### src/rtl/xwait_pkg.sv
package xwait_pkg;

  localparam int FW      = 3;        // width of one count field
  localparam int NFIELD  = 5;        // count fields in the select register
  localparam int DW      = 16;       // register width
  localparam int CW      = FW + 1;   // effective count width after doubling

  localparam int F_PLO   = 0;        // program, low half (or all in extended mode)
  localparam int F_PHI   = 1;        // program, high half
  localparam int F_DLO   = 2;        // data, low half
  localparam int F_DHI   = 3;        // data, high half
  localparam int F_IO    = 4;        // I/O space
  localparam int XPROG_B = 15;       // extended-program mode bit

  typedef enum logic [1:0] {
    SPC_PROG = 2'd0,
    SPC_DATA = 2'd1,
    SPC_IO   = 2'd2,
    SPC_NONE = 2'd3
  } space_e;

  function automatic logic [DW-1:0] sel_reset();
    logic [DW-1:0] v;
    v = '0;
    for (int i = 0; i < NFIELD; i++) v[i*FW] = 1'b1;
    return v;
  endfunction

  function automatic logic [FW-1:0] field(input logic [DW-1:0] sel, input int idx);
    return sel[idx*FW +: FW];
  endfunction

  function automatic logic [FW-1:0] base_wait(input logic [DW-1:0] sel,
                                              input space_e sp,
                                              input logic hi);
    case (sp)
      SPC_PROG: base_wait = (sel[XPROG_B] || !hi) ? field(sel, F_PLO) : field(sel, F_PHI);
      SPC_DATA: base_wait = hi ? field(sel, F_DHI) : field(sel, F_DLO);
      SPC_IO:   base_wait = field(sel, F_IO);
      default:  base_wait = '0;
    endcase
  endfunction

  function automatic logic [CW-1:0] scale_wait(input logic [FW-1:0] base, input logic dbl);
    return dbl ? {base, 1'b0} : {1'b0, base};
  endfunction

endpackage

### src/rtl/xwait_regs.sv
module xwait_regs
  import xwait_pkg::*;
#(
  parameter int REG_AW = 8,
  parameter logic [REG_AW-1:0] SEL_ADDR = 8'h40,
  parameter logic [REG_AW-1:0] CTL_ADDR = 8'h41
) (
  input  logic              clk,
  input  logic              rst_n,
  input  logic [REG_AW-1:0] reg_addr,
  input  logic              reg_we,
  input  logic [DW-1:0]     reg_wdata,
  output logic [DW-1:0]     reg_rdata,
  output logic [DW-1:0]     sel_q,
  output logic              dbl_q
);

  localparam logic [DW-1:0] SEL_RST = sel_reset();

  logic sel_hit, ctl_hit, sel_wr, ctl_wr;
  assign sel_hit = (reg_addr == SEL_ADDR);
  assign ctl_hit = (reg_addr == CTL_ADDR);
  assign sel_wr  = reg_we && sel_hit;
  assign ctl_wr  = reg_we && ctl_hit;

  always_ff @(posedge clk) begin
    if (!rst_n) begin
      sel_q <= SEL_RST;
      dbl_q <= 1'b0;
    end else begin
      if (sel_wr) sel_q <= reg_wdata;
      if (ctl_wr) dbl_q <= reg_wdata[0];
    end
  end

  always_comb begin
    if (sel_hit)      reg_rdata = sel_q;
    else if (ctl_hit) reg_rdata = {{(DW-1){1'b0}}, dbl_q};
    else              reg_rdata = '0;
  end


  sel_store_chk: assert property (@(posedge clk) disable iff (!rst_n)
    sel_wr |=> (sel_q == $past(reg_wdata)));


  ctl_rsvd_chk: assert property (@(posedge clk) disable iff (!rst_n)
    ctl_hit |-> (reg_rdata[DW-1:1] == '0));

endmodule

### src/rtl/xwait_select.sv
module xwait_select
  import xwait_pkg::*;
(
  input  logic [DW-1:0] sel_q,
  input  logic          dbl_q,
  input  logic [1:0]    acc_space,
  input  logic          addr_hi,
  output logic [CW-1:0] eff_wait
);

  logic [FW-1:0] base;

  always_comb begin
    base     = base_wait(sel_q, space_e'(acc_space), addr_hi);
    eff_wait = scale_wait(base, dbl_q);
  end

endmodule

### src/rtl/xwait_timer.sv
module xwait_timer
  import xwait_pkg::*;
(
  input  logic          clk,
  input  logic          rst_n,
  input  logic          acc_start,
  input  logic [CW-1:0] eff_wait,
  output logic          ready,
  output logic [CW-1:0] wait_cur
);

  localparam logic [CW-1:0] MAX_WAIT = CW'(((1 << FW) - 1) * 2);

  logic          busy;
  logic [CW-1:0] rem;
  logic          accept, finish, zero_wait;

  assign accept    = acc_start && !busy;
  assign zero_wait = (eff_wait == '0);
  assign finish    = busy && (rem == '0);
  assign ready     = (accept && zero_wait) || finish;

  always_ff @(posedge clk) begin
    if (!rst_n) begin
      busy     <= 1'b0;
      rem      <= '0;
      wait_cur <= '0;
    end else if (accept) begin
      busy     <= !zero_wait;
      rem      <= zero_wait ? '0 : eff_wait - CW'(1);
      wait_cur <= eff_wait;
    end else if (finish) begin
      busy     <= 1'b0;
    end else if (busy) begin
      rem      <= rem - CW'(1);
    end
  end


  cnt_step_chk: assert property (@(posedge clk) disable iff (!rst_n)
    (busy && !finish) |=> (busy && rem == $past(rem) - CW'(1)));


  one_pulse_chk: assert property (@(posedge clk) disable iff (!rst_n)
    finish |=> !busy);


  busy_hold_chk: assert property (@(posedge clk) disable iff (!rst_n)
    busy |=> $stable(wait_cur));


  rem_cap_chk: assert property (@(posedge clk) disable iff (!rst_n)
    busy |-> (rem < MAX_WAIT));

endmodule

### src/rtl/xwait_gen.sv
module xwait_gen
  import xwait_pkg::*;
#(
  parameter int REG_AW = 8,
  parameter int ADDR_W = 20,
  parameter logic [REG_AW-1:0] SEL_ADDR = 8'h40,
  parameter logic [REG_AW-1:0] CTL_ADDR = 8'h41
) (
  input  logic              clk,
  input  logic              rst_n,
  input  logic [REG_AW-1:0] reg_addr,
  input  logic              reg_we,
  input  logic [15:0]       reg_wdata,
  output logic [15:0]       reg_rdata,
  input  logic              acc_start,
  input  logic [1:0]        acc_space,
  input  logic [ADDR_W-1:0] acc_addr,
  output logic              ready,
  output logic [3:0]        wait_cur
);

  logic [DW-1:0] sel_q;
  logic          dbl_q;
  logic [CW-1:0] eff_wait;

  generate
    if (ADDR_W > 16) begin : g_ext
      logic unused_addr;
      assign unused_addr = ^{acc_addr[ADDR_W-1:16], acc_addr[14:0]};
    end else begin : g_flat
      logic unused_addr;
      assign unused_addr = ^acc_addr[14:0];
    end
  endgenerate

  xwait_regs #(
    .REG_AW   (REG_AW),
    .SEL_ADDR (SEL_ADDR),
    .CTL_ADDR (CTL_ADDR)
  ) u_regs (
    .clk       (clk),
    .rst_n     (rst_n),
    .reg_addr  (reg_addr),
    .reg_we    (reg_we),
    .reg_wdata (reg_wdata),
    .reg_rdata (reg_rdata),
    .sel_q     (sel_q),
    .dbl_q     (dbl_q)
  );

  xwait_select u_sel (
    .sel_q     (sel_q),
    .dbl_q     (dbl_q),
    .acc_space (acc_space),
    .addr_hi   (acc_addr[15]),
    .eff_wait  (eff_wait)
  );

  xwait_timer u_tmr (
    .clk       (clk),
    .rst_n     (rst_n),
    .acc_start (acc_start),
    .eff_wait  (eff_wait),
    .ready     (ready),
    .wait_cur  (wait_cur)
  );

endmodule

### config.mk
export PLATFORM = sky130hd
export DESIGN_NAME = xwait_gen
export DESIGN_NICKNAME = d
export VERILOG_FILES = /design/src/rtl/xwait_pkg.sv /design/src/rtl/xwait_regs.sv /design/src/rtl/xwait_select.sv /design/src/rtl/xwait_timer.sv /design/src/rtl/xwait_gen.sv
export SDC_FILE = /design/constraint.sdc
export NUM_CORES = 1
export LEC_CHECK = 0
export BUFFER_PORTS_ARGS = -buffer_cell sky130_fd_sc_hd__buf_4
export CORE_MARGIN = 2
export CORE_UTILIZATION = 46
export CTS_CLUSTER_SIZE = 8
export DETAILED_ROUTE_END_ITERATION = 12
export PLACE_DENSITY_LB_ADDON = 0.12
export RECOVER_POWER = 100
export SLEW_MARGIN = 0
export SYNTH_ARGS = -nofsm -noshare
export SYNTH_HDL_FRONTEND = slang
export SYNTH_SLANG_ARGS = --single-unit
### constraint.sdc
create_clock -name clk -period 2.05 [get_ports clk]
set_input_delay 0.1025 -clock clk [delete_from_list [all_inputs] [get_ports clk]]
set_output_delay 0.1025 -clock clk [all_outputs]
set_load 0.005 [all_outputs]
==> metrics.yaml <==
postCtsSetupBuffers: 0
yosys_register_bits: 26
ys.flop_type: "dfxtp_1"
worstPathArrival_ps: 1850
fin_setup_tns_ps: 0
ios: 71
ys_types: 45
min_path_type: "in2reg"
first_pass_iters: 4
status: "finished, final reports clean"
initial_utilization_pct: 48.91
slew_headroom_pct: 60.82
drive_above_1_share_pct: 27.12
insertedDiodeCount: 0
grt_max_degree: 28
p_per_area_mw_per_mm2: 479.5
nets: 290
wl_um: 3634
yosysSeqAreaShare_pct: 34.30
yosys_warnings: 0
worst_setup_path_start_kind: "flip-flop"
via_per_inst: 5.079
period_needed_ps: 1952
synth_edf_count: 0
first_global_vias: 1381
cts_tree: "done"
ant_nets: 0
finalInstanceArea_mm2: 0.001932
cts_buffers: 3
gp_congestion: 0.7832
die_w_um: 61.44
max_stage_delay_ps: 460
fin_crit_sh_pct: 95.21
cts_num_sinks: 26
finClkSkew_ps: 4.523
setup_viol: 0
path_clk_slew_ps: 140
rsz0062_at_grt: "false"
crit_slowest_cell: "or3b_1"
wl_per_cell_um: 12.98
portBuffers: 51
drc: 0
hold_viol: 0
crit_fanout: 6
worstPathRequired_ps: 1950
via_count: 1422
syn_inst: 188
p_leak_nw: 0.7920
fmax_mhz: 512.3
cp_cell_sequence: "inv_1, ha_1, or3b_1, nor2_1, a41o_1, buf_4"
maxCapViolations: 0
die-area_mm2: 0.003775
crit_type: "reg2out"
ir_drop_uv: 240.4
clk_latency_ps: 330
worstMarginPinSlew_ps: 581.5
root_buffer: "clkbuf_4"
coreArea_mm2: 0.003103
avgSynthCellArea_um2: 8.073
syn_nets: 240
placed_area_mm2: 0.001893
grt_pass1_wl_um: 5858
cts_htree_levels: 1
drt_iter0_markers: 46
area_growth_pct: 27.29
grtUsageTotal_pct: 20.70
netlist_area_mm2: 0.001518
dpl.hpwl_um: 2685
rows: 20
async_flop_share_pct: 0
antenna_found_initial: 0
holdBufCountCts: 5
drv_slew: 0
die_h_um: 61.44
grt_overflow: 0
cts_max_path_buffers: 2
holdWs_ps: 10.57
crit_path_end_kind: "primary output"
ctsResizeCount: 0
cells in the mapped netlist, types with 3 or more instances:
library cell / count / area, µm²
a21boi_0: 9 / 67.56
a21boi_2: 5 / 56.30
a21o_1: 3 / 22.52
a21oi_1: 3 / 15.01
and2_1: 16 / 100.1
clkbuf_1: 6 / 22.52
dfxtp_1: 26 / 520.5
inv_1: 4 / 15.01
mux2i_1: 5 / 50.05
nand2_1: 42 / 157.7
nand3_1: 7 / 35.03
nor2_1: 12 / 45.04
nor2b_1: 4 / 25.02
nor3_1: 3 / 15.01
o21ai_0: 5 / 25.02
metrics by stage:
step           setup slack, ps  instances  power [mW]  util [%]
5_1_grt                  8.191        280      0.9702     62.26
4_1_cts                  116.2        280      0.9332     63.35
2_1_floorplan            424.6        188      0.6337         -
3_3_place_gp             309.3        272      0.6990     61.01
3_5_place_dp             172.7        272      0.7063     61.01
6_report                 98.16        280      0.9263     62.26
placed cells by master, fill, tap and decap left out, types with 2 or more instances in the layout:
master,Yosys,final
buf_4,0,45
nand2_1,42,42
dfxtp_1,26,26
and2_0,0,14
a21boi_0,9,14
nor2_1,12,12
clkbuf_4,0,9
nand3_1,7,7
o21ai_0,5,6
mux2i_1,5,5
dlygate4sd3_1,0,5
inv_1,4,4
nor2b_1,4,4
a21o_1,3,3
a21oi_1,3,3
nor3_1,3,3
and2_1,16,2
nand2b_2,2,2
a22oi_2,2,2
o21a_1,2,2
o211ai_1,2,2
o31ai_1,2,2
ha_1,2,2
sequential cells by signal, summed over array words and instances (netlist names):
register	count
u_regs.sel_q	16
u_tmr.rem	4
u_tmr.wait_cur	4
u_regs.dbl_q	1
u_tmr.busy	1
layout make-up:
class                      instances  area (µm²)
clock buffer                       3       22.52
timing repair buffer              56       432.9
tap                               44       55.05
multi-input combinational        147       885.9
sequential                        26       520.5
inverter                           4       15.01
fill                             312        1171
worst paths after layout:
path	startpoint	end	slack, ps	cells past startpoint
worst max-delay path	u_tmr.rem[0]	ready	100	6
worst min-delay path	reg_wdata[15]	u_regs.sel_q[15]	10	3
worst max register to register	u_regs.sel_q[15]	u_tmr.rem[3]	260	6
worst min register to register	u_tmr.wait_cur[2]	u_tmr.wait_cur[2]	480	2
cells by family (layout without fill, tap and decap cells):
family	count (synthesis)	in the layout	synth area share, %
xor gates and xnor gates	1	1	0.5772
and+or+nand+nor	95	95	31.25
muxes	8	8	5.771
DFF	26	26	34.30
AOI/OAI and AO/OA	41	41	21.35
buffers and inverters	15	63	5.110
adders and majority gates	2	2	1.649
per-layer routing:
| layer | routed length [µm] | share of wire [%] | GRT usage, % |
|---|---|---|---|
| met4 | 47 | 1.3 | 6.991 |
| met5 | 0 | 0 | 0 |
| met1 | 1709 | 47 | 24.81 |
| met3 | 168 | 4.6 | 3.361 |
| met2 | 1709 | 47 | 37.39 |
where the power goes:
part,leakage [nW],switching [mW],internal (mW)
logic,0.568,0.0831,0.0927
registers,0.211,0.00955,0.516
clock network,0.0138,0.156,0.0692
worst max-delay path: cells and delay by family (launching register included):
kind / cells / cell delay, ps
AO/OA/AOI/OAI: 1 / 120
AND/OR/NAND/NOR: 2 / 670
flip-flops: 1 / 340
adder cells (fa/ha/maj): 1 / 160
buffers and inverters: 2 / 230
Note: power is estimated with default switching activity, not from simulation.
